## src/rtl/uart_rx_pkg.sv

```systemverilog
package uart_rx_pkg;

    typedef enum logic [2:0] {
        RX_IDLE,
        RX_START,
        RX_DATA,
        RX_PAR,
        RX_STOP
    } rx_state_e;

    typedef struct packed {
        logic eight;
        logic par_en;
        logic par_odd;
    } rx_cfg_t;

    typedef struct packed {
        logic [7:0] data;
        logic       par_err;
        logic       frm_err;
    } rx_result_t;

    // Parity bit a transmitter would append for the given data and sense.
    function automatic logic par_expect(input logic [7:0] d, input logic odd);
        return (^d) ^ odd;
    endfunction

endpackage

```

## src/rtl/rx_sync.sv

```systemverilog
module rx_sync #(
    parameter int STAGES = 2
) (
    input  logic clk,
    input  logic rst,
    input  logic din,
    output logic dout
);
    logic [STAGES-1:0] pipe_q;

    always_ff @(posedge clk) begin
        if (rst) pipe_q <= '1;
        else     pipe_q <= {pipe_q[STAGES-2:0], din};
    end

    assign dout = pipe_q[STAGES-1];
endmodule

```

## src/rtl/rx_frame.sv

```systemverilog
module rx_frame
    import uart_rx_pkg::*;
#(
    parameter int OVERSAMPLE = 16
) (
    input  logic       clk,
    input  logic       rst,
    input  logic       srst,
    input  logic       en,
    input  logic       tick,
    input  logic       line,
    input  rx_cfg_t    cfg,
    output logic       done,
    output rx_result_t result
);
    localparam int CNT_W = $clog2(OVERSAMPLE);
    localparam logic [CNT_W-1:0] MID  = CNT_W'(OVERSAMPLE / 2 - 1);
    localparam logic [CNT_W-1:0] LAST = CNT_W'(OVERSAMPLE - 1);

    rx_state_e        state_q;
    logic [CNT_W-1:0] cnt_q;
    logic [2:0]       idx_q;
    logic [7:0]       shreg_q;
    logic             par_bit_q;
    logic             prev_q;
    logic [7:0]       aligned;
    logic [2:0]       last_idx;

    assign aligned  = cfg.eight ? shreg_q : {1'b0, shreg_q[7:1]};
    assign last_idx = cfg.eight ? 3'd7 : 3'd6;

    always_ff @(posedge clk) begin
        if (rst || srst) begin
            state_q   <= RX_IDLE;
            cnt_q     <= '0;
            idx_q     <= '0;
            shreg_q   <= '0;
            par_bit_q <= 1'b0;
            prev_q    <= 1'b1;
            done      <= 1'b0;
            result    <= '0;
        end else begin
            done <= 1'b0;
            if (tick) begin
                prev_q <= line;
                unique case (state_q)
                    RX_IDLE: begin
                        if (en && prev_q && !line) begin
                            state_q <= RX_START;
                            cnt_q   <= '0;
                        end
                    end
                    RX_START: begin
                        if (cnt_q == MID) begin
                            cnt_q <= '0;
                            idx_q <= '0;
                            state_q <= line ? RX_IDLE : RX_DATA;
                        end else begin
                            cnt_q <= cnt_q + 1'b1;
                        end
                    end
                    RX_DATA: begin
                        if (cnt_q == LAST) begin
                            cnt_q   <= '0;
                            shreg_q <= {line, shreg_q[7:1]};
                            idx_q   <= idx_q + 1'b1;
                            if (idx_q == last_idx)
                                state_q <= cfg.par_en ? RX_PAR : RX_STOP;
                        end else begin
                            cnt_q <= cnt_q + 1'b1;
                        end
                    end
                    RX_PAR: begin
                        if (cnt_q == LAST) begin
                            cnt_q     <= '0;
                            par_bit_q <= line;
                            state_q   <= RX_STOP;
                        end else begin
                            cnt_q <= cnt_q + 1'b1;
                        end
                    end
                    RX_STOP: begin
                        if (cnt_q == LAST) begin
                            cnt_q          <= '0;
                            done           <= 1'b1;
                            result.data    <= aligned;
                            result.par_err <= cfg.par_en &&
                                              (par_bit_q != par_expect(aligned, cfg.par_odd));
                            result.frm_err <= !line;
                            state_q        <= RX_IDLE;
                        end else begin
                            cnt_q <= cnt_q + 1'b1;
                        end
                    end
                    default: state_q <= RX_IDLE;
                endcase
            end
        end
    end

    // a disabled, idle receiver never leaves idle
    a_r3_idle_when_disabled: assert property (@(posedge clk) disable iff (rst)
        (state_q == RX_IDLE && !en) |=> state_q == RX_IDLE);

    // a start bit that reads high at its midpoint is abandoned
    a_r2_false_start: assert property (@(posedge clk) disable iff (rst || srst)
        (state_q == RX_START && tick && cnt_q == MID && line) |=> state_q == RX_IDLE);

    // completion is a single-cycle pulse
    a_r5_done_pulse: assert property (@(posedge clk) disable iff (rst)
        done |=> !done);
endmodule

```

## src/rtl/rx_buffer.sv

```systemverilog
module rx_buffer
    import uart_rx_pkg::*;
(
    input  logic       clk,
    input  logic       rst,
    input  logic       srst,
    input  logic       done,
    input  rx_result_t result,
    input  logic       rd,
    input  logic       ie_wr,
    input  logic       ie_din,
    output logic [7:0] data,
    output logic       rdy,
    output logic       perr,
    output logic       ferr,
    output logic       ovr,
    output logic       ie
);
    always_ff @(posedge clk) begin
        if (rst) data <= '0;
        else if (done && !srst) data <= result.data;
    end

    always_ff @(posedge clk) begin
        if (rst || srst) begin
            rdy  <= 1'b0;
            perr <= 1'b0;
            ferr <= 1'b0;
            ovr  <= 1'b0;
            ie   <= 1'b0;
        end else begin
            if (ie_wr) ie <= ie_din;
            if (done) begin
                rdy  <= 1'b1;
                perr <= result.par_err;
                ferr <= result.frm_err;
                ovr  <= ovr | (rdy & !rd);
            end else if (rd) begin
                rdy  <= 1'b0;
                perr <= 1'b0;
                ferr <= 1'b0;
                ovr  <= 1'b0;
            end
        end
    end

    a_r5_ready_on_load: assert property (@(posedge clk) disable iff (rst || srst)
        done |=> rdy);

    a_r6_read_clears: assert property (@(posedge clk) disable iff (rst || srst)
        (rd && !done) |=> (!rdy && !perr && !ferr && !ovr));

    a_r10_soft_reset_clears: assert property (@(posedge clk) disable iff (rst)
        srst |=> (!rdy && !ie));

    a_r9_overrun_sets: assert property (@(posedge clk) disable iff (rst || srst)
        (done && rdy && !rd) |=> ovr);
endmodule

```

## src/rtl/uart_rx_core.sv

```systemverilog
module uart_rx_core
    import uart_rx_pkg::*;
#(
    parameter int OVERSAMPLE  = 16,
    parameter int SYNC_STAGES = 2
) (
    input  logic       clk,
    input  logic       rst,
    input  logic       soft_rst,
    input  logic       rx_en,
    input  logic       tick16,
    input  logic       rxd,
    input  logic       cfg_eight,
    input  logic       cfg_par_en,
    input  logic       cfg_par_odd,
    input  logic       rd_strobe,
    input  logic       irq_en_wr,
    input  logic       irq_en_din,
    output logic [7:0] rd_data,
    output logic       rx_ready,
    output logic       err_parity,
    output logic       err_frame,
    output logic       err_overrun,
    output logic       rx_irq
);
    logic       line_s;
    logic       done;
    logic       ie;
    rx_cfg_t    cfg;
    rx_result_t result;

    assign cfg = '{eight: cfg_eight, par_en: cfg_par_en, par_odd: cfg_par_odd};

    rx_sync #(.STAGES(SYNC_STAGES)) u_sync (
        .clk(clk), .rst(rst), .din(rxd), .dout(line_s)
    );

    rx_frame #(.OVERSAMPLE(OVERSAMPLE)) u_frame (
        .clk(clk), .rst(rst), .srst(soft_rst), .en(rx_en && !soft_rst),
        .tick(tick16), .line(line_s), .cfg(cfg), .done(done), .result(result)
    );

    rx_buffer u_buf (
        .clk(clk), .rst(rst), .srst(soft_rst), .done(done), .result(result),
        .rd(rd_strobe), .ie_wr(irq_en_wr), .ie_din(irq_en_din),
        .data(rd_data), .rdy(rx_ready), .perr(err_parity), .ferr(err_frame),
        .ovr(err_overrun), .ie(ie)
    );

    assign rx_irq = rx_ready & ie;

    // the interrupt never fires without a ready character
    a_r10_irq_needs_ready: assert property (@(posedge clk) disable iff (rst)
        rx_irq |-> rx_ready);
endmodule

```

## config.mk

```make
export PLATFORM = sky130hd
export DESIGN_NAME = uart_rx_core
export DESIGN_NICKNAME = d
export VERILOG_FILES = /design/src/rtl/uart_rx_pkg.sv /design/src/rtl/rx_sync.sv /design/src/rtl/rx_frame.sv /design/src/rtl/rx_buffer.sv /design/src/rtl/uart_rx_core.sv
export SDC_FILE = /design/constraint.sdc
export NUM_CORES = 1
export LEC_CHECK = 0
export BUFFER_PORTS_ARGS = -buffer_cell sky130_fd_sc_hd__buf_2
export CAP_MARGIN = 20
export CORE_MARGIN = 2
export CORE_UTILIZATION = 57
export CTS_BUF_LIST = sky130_fd_sc_hd__clkbuf_4 sky130_fd_sc_hd__clkbuf_8 sky130_fd_sc_hd__clkbuf_16
export CTS_CLUSTER_SIZE = 25
export DETAILED_ROUTE_END_ITERATION = 6
export GPL_ROUTABILITY_DRIVEN = 0
export GPL_TIMING_DRIVEN = 0
export PLACE_DENSITY = 0.81
export SETUP_SLACK_MARGIN = 0.3
export SLEW_MARGIN = 20
export SYNTH_ARGS = -nofsm -noshare
export SYNTH_HDL_FRONTEND = slang
export SYNTH_SLANG_ARGS = --single-unit
```

## constraint.sdc

```tcl
create_clock -name clk -period 2.25 [get_ports clk]
set_clock_uncertainty 0.15 [all_clocks]
set_input_delay 0.675 -clock clk [delete_from_list [all_inputs] [get_ports clk]]
set_output_delay 0.675 -clock clk [all_outputs]
set_load 0.03 [all_outputs]
```

==> metrics.md <==
| Metric | Value |
|---|---|
| Run status | completed |
| Die ar. | roughly 4400 sq um |
| Vias per cell | approximately 5.6 |
| WL/cell | 13.90 microns |
| Fmax | between 0.5 and 0.6 GHz |
| CP max FO | 10 |
| Slew HR | 63.80% |
| Vias in the first global route | roughly 1.6k |
| P per Cell Area | between 500 and 600 nW/um^2 |
| Slew Viols, Final | 0 |
| Max_cap viols | 0 |
| Core area | about 3700 sq um |
| Top cells by area, synth | dfxtp_1, mux2i_1, a21oi_1 |
| Fin crit share | between 80% and 90% |
| Syn nets | 262 |
| Num ports | 25 |
| Slew @ Worst Pin | 543.0 ps |
| Final WL | between 4000 and 5000 microns |
| Commonest cells after routing, fill and taps aside | dfxtp_1, buf_2, nor2_1 |
| Post-Syn Instances | 248 |
| CP startpoint | u_frame.state_q[0] |
| TNS Setup | 0 ps |
| Reg2Reg Depth | 6 |
| Type of origin of the critical path | register |
| Share of the synthesized area in the top cell type | around two fifths |
| Syn Std Cell Area | 2210 sq um |
| Tot GR Track Use | a little over a fifth |
| P_leak | 0.8928 nW |
| R2r endpoint | u_frame.cnt_q[2] |
| Drc violations | 0 |
| Pin count of the biggest net entering global routing | 17 |
| Min-delay src | u_buf.data[5] |
| Post-synth EDFFs | 0 |
| Layout cell share with drive strength beyond 1 | 21.00% |
| Starting Density | between 50% and 60% |
| Diode count | 0 |
| Crit path DAT | just under 2000 ps |
| Hold Path End | u_buf.data[5] |
| IO buf count | 24 |
| Synth area leader | dfxtp_1 |
| CTS H-tree lvls | 2 |
| Crit path capture type | register |
| CTS sink count | between 40 and 50 |
| Reg-to-Reg Start | u_frame.state_q[0] |
| Netlist cell types | 49 |
| CTS Hold Bufs | 0 |
| Root Driver | clkbuf_8 |
| CTS max path bufs | 2 |
| ANT nets after route | 0 |
| Via count | around 1.8k |
| Site row count | 22 |
| FF-to-FF setup slack | between 300 and 400 ps |
| Nets | ~290 |
| Final Critical Period | approximately 1900 ps |
| Sequential-to-total area share from yosys stat | 41.68% |
| First-pass GRT wire length | around 7300 microns |
| Detailed placement HPWL | just over 3000 microns |
| P&R area growth vs syn | 13.87% |
| Critical setup path kind | reg2reg |
| RSZ-0062 raised after global routing | true |
| Detailed Route Iter0 Violations | 73 |
| Yosys Warn Count | 0 |
| TritonCTS buffer count | 5 |
| Die Y | 66.26 microns |
| Async SR Flop Fraction | 0% |
| Commonest non-fill, non-tap cell in the layout | dfxtp_1 |
| Seq cells post-synth | 46 |
| Hold Path Depth | 2 |
| Pre-antenna DRT Iters | 4 |
| Syn_area_per_cell | between 8 and 9 sq um |
| CTS tree | done |
| Initial antenna violation count | 0 |
| Required time of the critical path | between 2000 and 2500 ps |
| Power Total | 1.396 mW |
| Worst Hold Class | reg2reg |
| Worst VDD drop | 0.0002746 V |
| Final hold viol count | 0 |
| Die X-Extent | around 66 microns |
| Final setup vio count | 0 |
| Post-synth top flop | dfxtp_1 |
| Clk_lat worst skew | slightly above 300 ps |
| Worst-path clk slew | 90 ps |
| Total congestion overflow | 0 |
flip-flops by register name (all words and copies together) (netlist names):
register and flops:
u_buf.ie 1, u_buf.ferr 1, u_buf.data 8, u_frame.state_q 3, u_sync.pipe_q 2, u_frame.result 10
u_frame.par_bit_q 1, u_frame.done 1, u_frame.idx_q 3, u_frame.cnt_q 4, u_frame.shreg_q 8, u_frame.prev_q 1
u_buf.rdy 1, u_buf.perr 1, u_buf.ovr 1
per-stage QoR:
stage	setup WS, ps	hold slack (ps)	instance area [sq um]	instances	util [%]
final	395.2	308.9	2516	329	68.22
after CTS	306.6	307.5	2487	328	67.44
after global routing	290.0	321.2	2516	329	68.22
after detailed placement	64.74	276.6	2390	320	64.79
after floorplan	326.9	239.5	2210	248	-
after global placement	86.20	275.9	2390	320	64.79
power by group:
group,switching [mW],internal (mW)
Clock,0.299,0.222
Combinational,0.0339,0.0225
Sequential,0.00210,0.816
how the worst max path moves through the flow:
| stage | endpoint | slack (ps) | depth (start not counted) |
|---|---|---|---|
| 5_1_grt | u_frame.cnt_q[2] | 290 | 6 |
| 3_5_place_dp | u_frame.state_q[1] | 60 | 6 |
| 3_3_place_gp | u_frame.state_q[1] | 90 | 6 |
| 2_1_floorplan | u_frame.state_q[1] | 330 | 5 |
| 4_1_cts | u_frame.shreg_q[3] | 310 | 6 |
| 6_report | u_frame.cnt_q[2] | 400 | 6 |
cell usage after synthesis (2+ instances only):
library cell,count
dfxtp_1,46
nor2_1,28
nand2_1,27
a21oi_1,22
mux2i_1,19
a211oi_1,9
clkbuf_1,8
o21ai_0,8
nand3_1,7
buf_2,6
inv_1,5
nand2b_1,5
xnor2_1,5
nor3_1,3
nor3b_1,3
or2_2,3
xnor3_1,3
a22oi_1,2
a31oi_1,2
buf_4,2
ha_1,2
nand3b_1,2
nand4_1,2
nor2b_1,2
nor2b_4,2
nor4_1,2
layer usage:
metal | GRT usage, % | wire (microns) | up-vias
li1 | - | - | 928
met1 | 29.27 | 2146 | 840
met2 | 34.25 | 2143 | 49
met3 | 4.259 | 203 | 9
met4 | 9.949 | 80 | 0
met5 | 0 | 0 | -
what timing repair did:
item | in CTS | in global routing
gates resized for setup | 2 | 8
gates cloned | 0 | 1
endpoints found under the setup margin | 11 | 17
pin swaps | 0 | 0
endpoints found under the hold margin | 0 | 0
buffers inserted | 0 | 0
cells by family (layout without fill, tap and decap cells):
logic type	Yosys count	after routing	synth area share [%]
adder cells (fa/ha/maj)	2	2	1.132
XOR/XNOR	9	9	5.436
AND/OR/NAND/NOR	96	96	22.31
flip-flops	46	46	41.68
AO/OA/AOI/OAI	53	53	15.91
multiplexers	19	19	8.607
buffers and inverters	23	56	4.926
worst max-delay path, stage by stage (launching register included):
cell	delay, ps
dfxtp_1	330
buf_4	180
o21ai_0	340
o211ai_2	250
nor3b_1	240
o221ai_1	150
a21oi_1	150
layout make-up:
cell class / count / area (sq um)
Multi-Input combinational cell: 179 / 1201
Fill cell: 307 / 1172
Sequential cell: 46 / 925.9
Timing Repair Buffer: 25 / 125.1
Buffer: 18 / 92.59
Clock buffer: 5 / 68.82
Tap cell: 48 / 60.06
Clock inverter: 3 / 23.77
Inverter: 5 / 18.77
(Power assumes the default switching activity.)
